## src/rtl/rww_pkg.sv

```systemverilog
package rww_pkg;

  typedef enum logic [2:0] {
    RWW_STALL       = 3'b000,
    RWW_STALL_NOTE  = 3'b001,
    RWW_ABORT_QUIET = 3'b010,
    RWW_ABORT_NOTE  = 3'b100
  } rww_mode_e;

  typedef struct packed {
    logic stall_note;
    logic abort;
    logic abort_note;
  } rww_act_t;

  function automatic rww_act_t rww_decode(input logic [2:0] m);
    rww_act_t a;
    a = '0;
    case (m)
      RWW_STALL_NOTE:  a.stall_note = 1'b1;
      RWW_ABORT_QUIET: a.abort      = 1'b1;
      RWW_ABORT_NOTE:  begin a.abort = 1'b1; a.abort_note = 1'b1; end
      default:         a = '0;
    endcase
    return a;
  endfunction

endpackage

```

## src/rtl/rww_bank_ctl.sv

```systemverilog
module rww_bank_ctl
  import rww_pkg::*;
(
  input  logic       clk,
  input  logic       rst,
  input  logic [2:0] mode,
  input  logic       collide,
  input  logic       done,
  output logic       abort_q,
  output logic       set_abort,
  output logic       set_stall
);

  rww_act_t act;

  always_comb begin
    act       = rww_decode(mode);
    set_abort = collide && act.abort_note;
    set_stall = collide && act.stall_note;
  end

  always_ff @(posedge clk) begin
    if (rst)                      abort_q <= 1'b0;
    else if (collide && act.abort) abort_q <= 1'b1;
    else if (done)                abort_q <= 1'b0;
  end

  // abort stays up until done is seen
  a_r5_abort_held: assert property (@(posedge clk) disable iff (rst)
    abort_q && !done |=> abort_q);
  a_r4_abort_release: assert property (@(posedge clk) disable iff (rst)
    abort_q && done && !collide |=> !abort_q);

endmodule

```

## src/rtl/rww_read_track.sv

```systemverilog
module rww_read_track #(
  parameter int ADDR_W   = 16,
  parameter int BANK_BIT = 15,
  parameter int NBANK    = 2
) (
  input  logic              clk,
  input  logic              rst,
  input  logic              rd_req,
  input  logic [ADDR_W-1:0] rd_addr,
  input  logic [NBANK-1:0]  busy,
  output logic              rd_ready,
  output logic              rd_issue,
  output logic [ADDR_W-1:0] rd_issue_addr,
  output logic [NBANK-1:0]  collide
);

  localparam int BSEL_W = (NBANK > 1) ? $clog2(NBANK) : 1;

  logic              pend_q;
  logic [ADDR_W-1:0] pend_addr_q;
  logic [BSEL_W-1:0] in_bank, pend_bank;
  logic              accept;

  always_comb begin
    in_bank   = rd_addr[BANK_BIT -: BSEL_W];
    pend_bank = pend_addr_q[BANK_BIT -: BSEL_W];
    accept    = rd_req && !pend_q;
    collide   = '0;
    if (accept && busy[in_bank]) collide[in_bank] = 1'b1;
  end

  assign rd_ready = !pend_q;

  always_ff @(posedge clk) begin
    if (rst) begin
      pend_q        <= 1'b0;
      pend_addr_q   <= '0;
      rd_issue      <= 1'b0;
      rd_issue_addr <= '0;
    end else begin
      rd_issue <= 1'b0;
      if (pend_q) begin
        if (!busy[pend_bank]) begin
          rd_issue      <= 1'b1;
          rd_issue_addr <= pend_addr_q;
          pend_q        <= 1'b0;
        end
      end else if (accept) begin
        if (busy[in_bank]) begin
          pend_q      <= 1'b1;
          pend_addr_q <= rd_addr;
        end else begin
          rd_issue      <= 1'b1;
          rd_issue_addr <= rd_addr;
        end
      end
    end
  end

  // a held read waits while its bank is busy, then goes out
  a_r3_hold: assert property (@(posedge clk) disable iff (rst)
    pend_q && busy[pend_bank] |=> pend_q && !rd_issue);
  a_r3_retry: assert property (@(posedge clk) disable iff (rst)
    pend_q && !busy[pend_bank] |=> rd_issue && (rd_issue_addr == $past(pend_addr_q)));

endmodule

```

## src/rtl/rww_note_reg.sv

```systemverilog
module rww_note_reg #(
  parameter int REG_W = 8,
  parameter int NBANK = 2
) (
  input  logic             clk,
  input  logic             rst,
  input  logic [NBANK-1:0] set_abort,
  input  logic [NBANK-1:0] set_stall,
  input  logic             reg_wr,
  input  logic [REG_W-1:0] reg_wdata,
  output logic [REG_W-1:0] flags_q,
  output logic             irq
);

  localparam int TOP = REG_W - 1;

  logic [REG_W-1:0] set_vec, clr_vec, flags_n;

  always_comb begin
    set_vec = '0;
    for (int b = 0; b < NBANK; b++) begin
      set_vec[TOP - 2*b]     = set_abort[b];
      set_vec[TOP - 2*b - 1] = set_stall[b];
    end
    clr_vec = reg_wr ? reg_wdata : '0;
    flags_n = (flags_q & ~clr_vec) | set_vec;
  end

  always_ff @(posedge clk) begin
    if (rst) begin
      flags_q <= '0;
      irq     <= 1'b0;
    end else begin
      flags_q <= flags_n;
      irq     <= |flags_n;
    end
  end

  // a flag not cleared this cycle survives
  a_r9_sticky: assert property (@(posedge clk) disable iff (rst)
    1'b1 |=> (((($past(flags_q) & ~$past(clr_vec)) & ~flags_q)) == '0));
  // interrupt tracks the flags
  a_r10_irq_or: assert property (@(posedge clk) disable iff (rst)
    irq == (|flags_q));

endmodule

```

## src/rtl/rww_guard.sv

```systemverilog
module rww_guard #(
  parameter int ADDR_W   = 16,
  parameter int BANK_BIT = 15,
  parameter int REG_W    = 8
) (
  input  logic              clk,
  input  logic              rst,
  input  logic              rd_req,
  input  logic [ADDR_W-1:0] rd_addr,
  output logic              rd_ready,
  output logic              rd_issue,
  output logic [ADDR_W-1:0] rd_issue_addr,
  input  logic [2:0]        mode_b0,
  input  logic [2:0]        mode_b1,
  input  logic [1:0]        pe_busy,
  input  logic [1:0]        pe_done,
  output logic [1:0]        abort_req,
  input  logic              reg_wr,
  input  logic [REG_W-1:0]  reg_wdata,
  output logic [REG_W-1:0]  note_flags,
  output logic              irq
);

  localparam int NBANK = 2;

  logic [NBANK-1:0] collide, set_abort, set_stall;
  logic [2:0]       mode_arr [NBANK];

  assign mode_arr[0] = mode_b0;
  assign mode_arr[1] = mode_b1;

  rww_read_track #(.ADDR_W(ADDR_W), .BANK_BIT(BANK_BIT), .NBANK(NBANK)) u_track (
    .clk(clk), .rst(rst), .rd_req(rd_req), .rd_addr(rd_addr), .busy(pe_busy),
    .rd_ready(rd_ready), .rd_issue(rd_issue), .rd_issue_addr(rd_issue_addr),
    .collide(collide)
  );

  for (genvar b = 0; b < NBANK; b++) begin : g_bank
    rww_bank_ctl u_bank (
      .clk(clk), .rst(rst), .mode(mode_arr[b]), .collide(collide[b]),
      .done(pe_done[b]), .abort_q(abort_req[b]),
      .set_abort(set_abort[b]), .set_stall(set_stall[b])
    );
  end

  rww_note_reg #(.REG_W(REG_W), .NBANK(NBANK)) u_note (
    .clk(clk), .rst(rst), .set_abort(set_abort), .set_stall(set_stall),
    .reg_wr(reg_wr), .reg_wdata(reg_wdata), .flags_q(note_flags), .irq(irq)
  );

  // an issued read never leaves while the block is holding one
  a_r2_issue_ready: assert property (@(posedge clk) disable iff (rst)
    rd_issue |-> rd_ready);

endmodule

```

## config.mk

```make
export PLATFORM = sky130hd
export DESIGN_NAME = rww_guard
export DESIGN_NICKNAME = d
export VERILOG_FILES = /design/src/rtl/rww_pkg.sv /design/src/rtl/rww_bank_ctl.sv /design/src/rtl/rww_read_track.sv /design/src/rtl/rww_note_reg.sv /design/src/rtl/rww_guard.sv
export SDC_FILE = /design/constraint.sdc
export NUM_CORES = 1
export LEC_CHECK = 0
export ABC_AREA = 1
export BUFFER_PORTS_ARGS = -buffer_cell sky130_fd_sc_hd__clkbuf_2
export CORE_ASPECT_RATIO = 1.1
export CORE_MARGIN = 2
export CORE_UTILIZATION = 43
export CTS_CLUSTER_SIZE = 20
export DETAILED_ROUTE_END_ITERATION = 10
export PLACE_DENSITY = 0.76
export SYNTH_ARGS = -nofsm -noshare
export SYNTH_HDL_FRONTEND = slang
export SYNTH_SLANG_ARGS = --single-unit
```

## constraint.sdc

```tcl
create_clock -name clk -period 1.68 [get_ports clk]
set_input_delay 0.168 -clock clk [delete_from_list [all_inputs] [get_ports clk]]
set_output_delay 0.168 -clock clk [all_outputs]
set_load 0.02 [all_outputs]
```

Word-level counts from Yosys, hierarchy flattened:

Index checks and enable logic that the tools add are counted.

* output and inout port bits: 29
* logic and storage cells: 71
* bits in registers: 45
* input bits: 38

* magnitude comparators: 3
* bitwise gates (word level): 4
* reductions and logical operators: 18
* equality and inequality tests: 8
* muxes and demuxes: 30

Operator list (count)
* 2-to-1 mux 16 bit: 4
* 2-to-1 mux 1 bit: 23
* logical AND 1 bit: 9
* AND 8 bit: 1
* 2-to-1 mux 8 bit: 1
* NOT 8 bit: 1
* OR 8 bit: 1
* OR reduction 8 bit: 1
* equality test 3 x 1 -> 1 bit (second input constant): 2
* equality test 3 x 2 -> 1 bit (second input constant): 2
* equality test 3 bit (second input constant): 2
* AND reduction 3 bit: 2
* nonzero test 2 bit: 3
* less-than comparator 1 x 2 -> 1 bit (second input constant): 2
* OR reduction 2 bit: 2
* 2-to-1 mux 2 bit: 1
* != test 2 x 1 -> 1 bit (second input constant): 1
* != test 2 bit (second input constant): 1
* demux 1 bit (select 1 bit): 1
* greater-or-equal comparator 1 bit (second input constant): 1
* logical NOT 1 bit: 1
* NOT 1 bit: 1

Depth between registers and ports, before layout:

Gate-level depths: netlist of the first run.

* depth in word-level cells: 8
* gate-level depth with buffers: 10
* gate-level depth less buffers: 9

By module:

A second synthesis of the first run with hierarchy kept.

* cell total of the unflattened synthesis: 291
* area total of the unflattened synthesis: 2074.5 um^2

By module, submodules not included
* rww_read_track: area each 1542.7 um^2, instances 1, cells an instance 211, seq. area each 680.7 um^2
* rww_note_reg: area each 376.6 um^2, instances 1, cells an instance 52, seq. area each 180.2 um^2
* rww_bank_ctl: area each 77.6 um^2, instances 2, cells an instance 14, seq. area each 20.0 um^2

Worst setup path before layout of the first run:

OpenSTA, ideal clock, no wires.

* path kind: register -> register
* from: reg u_track.pend_q
* to: reg u_track.pend_q
* setup slack: 0.481 ns
* library setup time: 0.131 ns
* path buffers: 2
* data required time: 1.549 ns
* arrival: 1.068 ns
* stages on the path, launching flop included: 8
* period minus slack after synthesis: 1.199 ns
* path through: dfxtp_1 inv_2 nand2_4 nor2_4 nor2_2 buf_6 buf_6 a21oi_2

* cells in the longest elaborated chain, start to end: 4

RTL lines
* start, declared: line rww_read_track.sv:19 `logic pend_q;`
* start signal, assigned: line rww_read_track.sv:36 `pend_q <= 1'b0;`
* start signal, assigned: line rww_read_track.sv:46 `pend_q <= 1'b0;`
* start signal, assigned: line rww_read_track.sv:50 `pend_q <= 1'b1;`
* logical NOT 1 bit: line rww_read_track.sv:27 `accept = rd_req && !pend_q;`
* logical AND 1 bit: line rww_read_track.sv:27
* 2-to-1 mux 1 bit: line rww_read_track.sv:48 `end else if (accept) begin`
* 2-to-1 mux 1 bit *: line rww_read_track.sv:42 `if (pend_q) begin`

Every way passes the cells marked *; elsewhere a longest branch is shown, timed or not.
A chain may end at the register's enable or synchronous reset.

Worst setup path after layout of the first run:

* from: reg u_track.pend_q
* to: out rd_ready

* cells in the longest elaborated chain, start to end: 1

RTL lines
* logical NOT 1 bit: line rww_read_track.sv:32 `assign rd_ready = !pend_q;`
* end, declared: line rww_guard.sv:10 `output logic rd_ready,`

No other way between the ends.

==> impl_metrics.csv, run 1 <==
group,metric,value,unit
status,status,"completed",
clock_network,cts_setup_buffers,0,
clock_network,holdBufCountCts,0,
synth,synth_nets,327,
grt,grt_pass1_wl,7700,um
layout,most-common-layout-cells,"nand2_1 (76), clkbuf_2 (66), nor2_1 (47)",
clock_network,cts_buffers,5,
power_and_ir_drop,leakage,1.28,nW
layout,antenna_cells,0,
flow_run,drv_cap,0,
critical_path,crit_path_top_delay_cell,"dfxtp_1",
timing,post-route-min-period,1.52,ns
timing,hold_violations,0,
floorplanning,io_pins,67,
grt,grt_use_total,17.4,%
route,routed_wl,4480,um
synth,syn-mean-instance-area,7.12,um^2
grt,grt_antenna_before_repair,0,
floorplanning,core_area,4620,um^2
critical_path,worst-path-buf-inv,3,
power_and_ir_drop,ir_worst_vdd,0.000497,V
layout,drive_gt1_share,27.5,%
synth,ys_ff_latch,45,
clock_network,clock_latency,0.30,ns
grt,grt_pass1_vias,1750,
route,routed-via-count,1909,
placed_design,gp_congestion,0.788,
route,first_pass_iters,4,
floorplanning,initial_core_util,44.5,%
critical_path,crit_required,1.51,ns
layout,final_nets,390,
timing,worstMarginPinSlew,0.300,ns
floorplanning,die_height,76.5,um
critical_path,critPathTopFamily,"buffers and inverters",
critical_path,arrival,1.35,ns
timing,rsz0062_at_grt,"no",
placed_design,port-buffer-count,66,
clock_network,clockRootBuffer,"clkbuf_8",
grt,grt_overflow,0,
timing,slew_viol_final,0,
clock_network,clock_sinks,45,
critical_path,crit_path_cell_trace,"inv_2, buf_4, clkbuf_2",
grt,grt_util_met1,20.9,%
critical_path,crit_path_end_kind,"output pin",
grt,met2_usage,30.1,%
critical_path,critical_path_class,"flop to output pin",
synth,yosys_warnings,0,
critical_path,slowest_delay,0.36,ns
timing,setup_viol,0,
clock_network,cts_tree,"yes",
clock_network,htreeDepth,2,
floorplanning,num_rows,26,
placed_design,place_hpwl,3240,um
timing,fin_crit_sh,90.6,%
critical_path,startpoint_type,"flop",
route,drcViolationCount,0,
floorplanning,dieArea,5350,um^2
route,avgViaCountPerCell,4.67,
route,ant_nets,0,
timing,fin_tns_setup,0,ns
layout,syn_to_final_growth,23.1,%
timing,relSlewSlack,80.0,%
placed_design,dp.cells,401,
floorplanning,die_w,69.9,um
clock_network,clk_pin_slew_worst_paths,0.09,ns
layout,instances_no_fill,409,
grt,busiest_layer,"met2",
synth,ys_seq_area_share,43.8,%
route,wl_per_cell,11.0,um
timing,fmax,0.657,GHz
clock_network,post_cts_resized,0,
synth,syn_area,2060,um^2
critical_path,crit_fanout,18,
route,drt-initial-drc-count,60,
layout,final_common_cell,"nand2_1",
clock_network,clk_path_buf_depth,2,
grt,gr-usage-met3,4.89,%
power_and_ir_drop,power_density,970,nW/um^2
timing,finClkSkew,0.00992,ns
critical_path,r2r_slack,0.23,ns
grt,grt_max_degree,32,
synth,ys_types,23,
min_path,hold_class,"input pin to flop",
synth,syn_inst,289,
[report_power, final]
part / total [W] / switching, W / leakage [nW] / internal [W]
combinational: 0.000464 / 0.000285 / 0.859 / 0.000179
clock: 0.000818 / 0.000371 / 0.0554 / 0.000447
sequential: 0.00118 / 0.0000324 / 0.369 / 0.00114
total: 0.00246 / 0.000689 / 1.28 / 0.00177
[area by class of cell]
type,count,area [um^2]
fill,459,2090
multi-input combinational,201,961
sequential,45,901
timing repair buffer,72,388
inverter,27,101
clock buffer,6,72.6
tap,56,70.1
clock inverter,2,38.8
[metal layers]
layer	vias up	wire length, um
met5	-	0
met4	0	55
met3	5	219
met2	49	2110
met1	823	2100
li1	1032	-
[worst min-delay path: stages]
cell and delay [ns]:
clkbuf_2 0.07, inv_1 0.03, nand2_1 0.04, a21oi_1 0.05
[sequential cells by signal, indices dropped and copies added, names as in the netlist]
register	cells
u_note.flags_q	8
u_track.rd_issue_addr	16
u_track.rd_issue	1
g_bank.u_bank.abort_q	2
u_note.irq	1
u_track.pend_addr_q	16
u_track.pend_q	1
[Yosys cell counts, drive strengths merged]
library cell | n | area [um^2]
o21ai | 29 | 145
nand2 | 77 | 297
a21oi | 20 | 138
nor2 | 50 | 205
inv | 27 | 101
nand3 | 1 | 5.00
clkbuf | 7 | 26.3
nand4 | 3 | 25.0
buf | 9 | 67.6
nand3b | 16 | 120
dfxtp | 45 | 901
nor3 | 4 | 20.0
or2 | 1 | 6.26
[kinds of logic (layout without fill, tap and decap cells)]
family | Yosys count | count (layout) | synth area share [%]
AO/OA/AOI/OAI | 49 | 49 | 13.7
AND/OR/NAND/NOR | 152 | 152 | 33.0
buffers and inverters | 43 | 107 | 9.49
flip-flops | 45 | 45 | 43.8
[final timing paths]
path,startpoint,to,depth (start not counted)
worst max register to register,u_track.pend_q$_SDFF_PP0_,u_track.pend_addr_q[10]$_SDFFE_PP0P_,7
worst min-delay path,pe_done[0],g_bank[0].u_bank.abort_q$_SDFFE_PP0P_,4
worst max-delay path,u_track.pend_q$_SDFF_PP0_,rd_ready,3
worst min register to register,u_track.pend_addr_q[3]$_SDFFE_PP0P_,u_track.pend_addr_q[3]$_SDFFE_PP0P_,2
[metrics by stage]
stage | worst slack (ns) | total power [W] | hold WS (ns) | util [%] | area, um^2
final | 0.158 | 0.00246 | 0.120 | 54.8 | 2530
after global routing | 0.0479 | 0.00258 | 0.132 | 54.8 | 2530
after CTS | 0.147 | 0.00248 | 0.112 | 54.8 | 2530
after detailed placement | 0.232 | 0.00167 | 0.427 | 52.4 | 2420
after global placement | 0.305 | 0.00166 | 0.421 | 52.4 | 2420
after floorplan | 0.481 | 0.00152 | 0.237 | - | 2060
Power figures use the tool's default switching activity.
==> run 2, diff against run 1 <==
--- a/config.mk
+++ b/config.mk
@@ -10,6 +10,7 @@
 export CORE_ASPECT_RATIO = 1.1
 export CORE_MARGIN = 2
 export CORE_UTILIZATION = 43
+export CTS_BUF_LIST = sky130_fd_sc_hd__clkbuf_16
 export CTS_CLUSTER_SIZE = 20
 export DETAILED_ROUTE_END_ITERATION = 10
 export PLACE_DENSITY = 0.76
==> impl_metrics.csv, run 2 (synthesis results as in run 1) <==
group,metric,value,unit
layout,drive_gt1_share,27.5,%
clock_network,htreeDepth,2,
route,first_pass_iters,4,
min_path,hold_class,"input pin to flop",
route,wl_per_cell,11.0,um
critical_path,arrival,1.33,ns
status,status,"completed",
critical_path,r2r_slack,0.23,ns
route,avgViaCountPerCell,4.71,
floorplanning,io_pins,67,
grt,grt_max_degree,32,
timing,worstMarginPinSlew,0.296,ns
placed_design,gp_congestion,0.788,
power_and_ir_drop,power_density,1060,nW/um^2
grt,grt_use_total,17.6,%
layout,post-route-cell-area,2590,um^2
grt,grt_pass1_vias,1778,
grt,grt_pass1_wl,7780,um
critical_path,crit_required,1.51,ns
layout,most-common-layout-cells,"nand2_1 (76), clkbuf_2 (66), nor2_1 (47)",
placed_design,port-buffer-count,66,
clock_network,clock_latency,0.28,ns
clock_network,clk_path_buf_depth,2,
route,routed_wl,4480,um
grt,grt_antenna_before_repair,0,
clock_network,clock_sinks,45,
clock_network,holdBufCountCts,0,
floorplanning,dieArea,5350,um^2
placed_design,placed_area,2420,um^2
layout,syn_to_final_growth,25.9,%
clock_network,clockRootBuffer,"clkbuf_16",
critical_path,rr_endpoint,"u_track.pend_addr_q[10]$_SDFFE_PP0P_",
timing,fin_tns_setup,0,ns
critical_path,startpoint_type,"flop",
critical_path,cp-endpoint,"rd_ready",
flow_run,drv_cap,0,
timing,hold_violations,0,
floorplanning,num_rows,26,
route,ant_nets,0,
clock_network,cts_buffers,5,
timing,post-route-min-period,1.50,ns
layout,final_nets,390,
timing,rsz0062_at_grt,"no",
floorplanning,initial_core_util,44.5,%
timing,finClkSkew,0.00621,ns
clock_network,cts_setup_buffers,0,
layout,fill_cells,448,
timing,relSlewSlack,80.2,%
route,drcViolationCount,0,
critical_path,critical_path_class,"flop to output pin",
timing,fmax,0.667,GHz
layout,antenna_cells,0,
floorplanning,die_w,69.9,um
grt,grt_overflow,0,
route,drt-initial-drc-count,55,
power_and_ir_drop,ir_worst_vdd,0.000582,V
critical_path,crit_fanout,18,
clock_network,post_cts_resized,0,
floorplanning,die_height,76.5,um
critical_path,crit_path_end_kind,"output pin",
clock_network,clk_pin_slew_worst_paths,0.06,ns
critical_path,startpoint,"u_track.pend_q$_SDFF_PP0_",
power_and_ir_drop,leakage,1.31,nW
critical_path,r2r_start,"u_track.pend_q$_SDFF_PP0_",
route,routed-via-count,1927,
critical_path,r2r_cells,7,
placed_design,place_hpwl,3240,um
floorplanning,core_area,4620,um^2
timing,fin_crit_sh,89.3,%
layout,final_common_cell,"nand2_1",
clock_network,cts_tree,"yes",
timing,slew_viol_final,0,
timing,setup_viol,0,
layout,top_regs,"u_track.pend_addr_q x16, u_track.rd_issue_addr x16, u_note.flags_q x8",
-- run 2: cell types whose count changed in the layout (fill, tap and decap cells not counted), sizes merged --
| cell | change |
|---|---|
| inv | +1 |
| clkbuf | -1 |
-- run 2: how the worst min path moves through the flow --
stage / startpoint / end / slack, ns / depth (start not counted)
2_1_floorplan: rst / g_bank[0].u_bank.abort_q$_SDFFE_PP0P_ / 0.24 / 1
3_3_place_gp: pe_done[0] / g_bank[0].u_bank.abort_q$_SDFFE_PP0P_ / 0.42 / 4
3_5_place_dp: pe_done[0] / g_bank[0].u_bank.abort_q$_SDFFE_PP0P_ / 0.43 / 4
4_1_cts: pe_done[0] / g_bank[0].u_bank.abort_q$_SDFFE_PP0P_ / 0.13 / 4
5_1_grt: pe_done[1] / g_bank[1].u_bank.abort_q$_SDFFE_PP0P_ / 0.16 / 4
6_report: pe_done[0] / g_bank[0].u_bank.abort_q$_SDFFE_PP0P_ / 0.13 / 4
-- run 2: layer usage --
metal	vias up	GRT usage, %	share of wire (%)	wire, um
li1	1032	-	-	-
met1	844	20.8	47	2100
met2	47	30.6	47	2110
met3	4	4.89	5.1	230
met4	0	5.77	0.94	42
met5	-	0	0	0
-- run 2: critical path, stage by stage (launching register included) --
cell and delay, ns:
dfxtp_1 0.35, inv_2 0.23, buf_4 0.26, clkbuf_2 0.20
-- run 2: power by group --
group | internal [W] | switching [W]
clock network | 0.000698 | 0.000398
logic | 0.000179 | 0.000285
registers | 0.00114 | 0.0000322
-- run 2: stage by stage --
stage / worst slack [ns] / total power [W] / hold WS (ns) / cells / util, %
2_1_floorplan: 0.481 / 0.00152 / 0.237 / 289 / -
3_3_place_gp: 0.305 / 0.00166 / 0.421 / 401 / 52.4
3_5_place_dp: 0.232 / 0.00167 / 0.427 / 401 / 52.4
4_1_cts: 0.172 / 0.00276 / 0.133 / 409 / 56.0
5_1_grt: 0.0786 / 0.00287 / 0.159 / 409 / 56.0
6_report: 0.180 / 0.00274 / 0.134 / 409 / 56.0
-- run 2: layout make-up --
cell class	count	area [um^2]	area share [%]
multi-input cells	201	961	37.1
inverters	27	101	3.91
repair buffers	72	388	15.0
well taps	56	70.1	2.71
clock buffers	5	125	4.83
clock inverters	3	42.5	1.64
flip-flops and latches	45	901	34.8
==> run 3, diff against run 2 <==
--- a/config.mk
+++ b/config.mk
@@ -13,6 +13,7 @@
 export CTS_BUF_LIST = sky130_fd_sc_hd__clkbuf_16
 export CTS_CLUSTER_SIZE = 20
 export DETAILED_ROUTE_END_ITERATION = 10
+export GPL_TIMING_DRIVEN = 0
 export PLACE_DENSITY = 0.76
 export SYNTH_ARGS = -nofsm -noshare
 export SYNTH_HDL_FRONTEND = slang
==> impl_metrics.csv, run 3 (synthesis results as in run 1) <==
group,metric,value,unit
layout,seq_area,901,um^2
critical_path,r2r_start,"u_track.pend_addr_q[15]$_SDFFE_PP0P_",
critical_path,crit_path_end_kind,"output pin",
timing,finClkSkew,0.00455,ns
route,first_pass_iters,4,
timing,fin_crit_sh,91.7,%
grt,grt_use_total,18.1,%
layout,antenna_cells,0,
floorplanning,io_pins,67,
power_and_ir_drop,leakage,1.32,nW
status,status,"completed",
layout,fill_cells,448,
clock_network,clockRootBuffer,"clkbuf_16",
grt,grt_antenna_before_repair,0,
clock_network,cts_tree,"yes",
timing,worstMarginPinSlew,0.489,ns
clock_network,cts_buffers,5,
timing,relSlewSlack,67.4,%
floorplanning,dieArea,5350,um^2
layout,most-common-layout-cells,"nand2_1 (76), clkbuf_2 (65), nor2_1 (47)",
route,routed_wl,4750,um
floorplanning,die_w,69.9,um
min_path,hold_path_depth,2,
critical_path,r2r_slack,0.25,ns
layout,drive_gt1_share,26.8,%
route,drt-initial-drc-count,71,
critical_path,crit_required,1.51,ns
layout,final_nets,399,
layout,final_common_cell,"nand2_1",
timing,hold_violations,0,
layout,top_regs,"u_track.pend_addr_q x16, u_track.rd_issue_addr x16, u_note.flags_q x8",
layout,syn_to_final_growth,27.1,%
critical_path,critical_path_class,"flop to output pin",
critical_path,startpoint_type,"flop",
placed_design,place_hpwl,3480,um
clock_network,htreeDepth,2,
min_path,worstHoldEndpoint,"g_bank[0].u_bank.abort_q$_SDFFE_PP0P_",
timing,setup_viol,0,
placed_design,detailedPlace.worstSlack,0.268,ns
placed_design,port-buffer-count,65,
floorplanning,die_height,76.5,um
timing,post-route-min-period,1.54,ns
clock_network,clk_path_buf_depth,2,
critical_path,crit_fanout,10,
critical_path,rr_endpoint,"u_track.rd_issue_addr[9]$_SDFFE_PP0P_",
timing,fmax,0.649,GHz
route,avgViaCountPerCell,4.79,
grt,grt_overflow,0,
route,ant_nets,0,
critical_path,arrival,1.37,ns
timing,layout_setup_ws,0.140,ns
route,routed-via-count,2003,
clock_network,cts_setup_buffers,0,
clock_network,clk_pin_slew_worst_paths,0.06,ns
layout,final_core_util,56.6,%
critical_path,r2r_cells,8,
floorplanning,num_rows,26,
min_path,hold_start,"rst",
route,drcViolationCount,0,
clock_network,clock_sinks,45,
placed_design,gp_congestion,0.803,
timing,fin_tns_setup,0,ns
flow_run,drv_cap,0,
route,wl_per_cell,11.4,um
clock_network,post_cts_resized,0,
power_and_ir_drop,ir_worst_vdd,0.000538,V
grt,grt_pass1_vias,1777,
clock_network,clock_latency,0.28,ns
min_path,hold_class,"input pin to flop",
floorplanning,initial_core_util,44.5,%
timing,rsz0062_at_grt,"no",
grt,grt_max_degree,14,
clock_network,holdBufCountCts,0,
floorplanning,core_area,4620,um^2
power_and_ir_drop,power_density,1050,nW/um^2
grt,grt_pass1_wl,7900,um
layout,multi_input_area,961,um^2
timing,slew_viol_final,0,
-- run 3: metrics by stage --
step	power (W)	instance area, um^2	hold WS, ns	cells
2_1_floorplan	0.00152	2060	0.237	289
3_3_place_gp	0.00166	2450	0.382	410
3_5_place_dp	0.00167	2450	0.386	410
4_1_cts	0.00275	2620	0.0904	418
5_1_grt	0.00286	2620	0.107	418
6_report	0.00274	2620	0.0908	418
-- run 3: layout make-up --
cell class	count	area share, %
clock inverters	3	1.44
repair buffers	65	12.4
well taps	56	2.68
clock buffers	5	4.78
multi-input cells	201	36.7
flip-flops and latches	45	34.4
plain buffers	16	3.59
inverters	27	3.88
-- run 3: how the worst max path moves through the flow --
stage,start,to,depth (start not counted)
after global routing,u_track.pend_q$_SDFF_PP0_,rd_ready,3
final,u_track.pend_q$_SDFF_PP0_,rd_ready,3
after floorplan,u_track.pend_q$_SDFF_PP0_,u_track.pend_q$_SDFF_PP0_,7
after global placement,u_track.pend_addr_q[15]$_SDFFE_PP0P_,u_track.rd_issue_addr[8]$_SDFFE_PP0P_,8
after CTS,u_track.pend_q$_SDFF_PP0_,rd_ready,3
after detailed placement,u_track.pend_addr_q[15]$_SDFFE_PP0P_,u_track.rd_issue_addr[9]$_SDFFE_PP0P_,8
-- run 3: layer usage --
metal | share of wire, % | global-route usage, %
met1 | 47 | 23.8
met2 | 45 | 28.5
met3 | 5.4 | 3.84
met4 | 2.2 | 8.27
met5 | 0 | 0
-- run 3: power by group --
group / internal [W] / switching, W / leakage [nW] / total, W
logic: 0.000182 / 0.000294 / 0.869 / 0.000476
clock network: 0.000691 / 0.000392 / 0.0826 / 0.00108
registers: 0.00114 / 0.0000323 / 0.369 / 0.00118
total: 0.00202 / 0.000718 / 1.32 / 0.00274
-- run 3: worst max-delay path: stages, from the launching register on --
cell and delay (ns):
dfxtp_1 0.36, inv_2 0.13, clkbuf_1 0.35, clkbuf_2 0.25
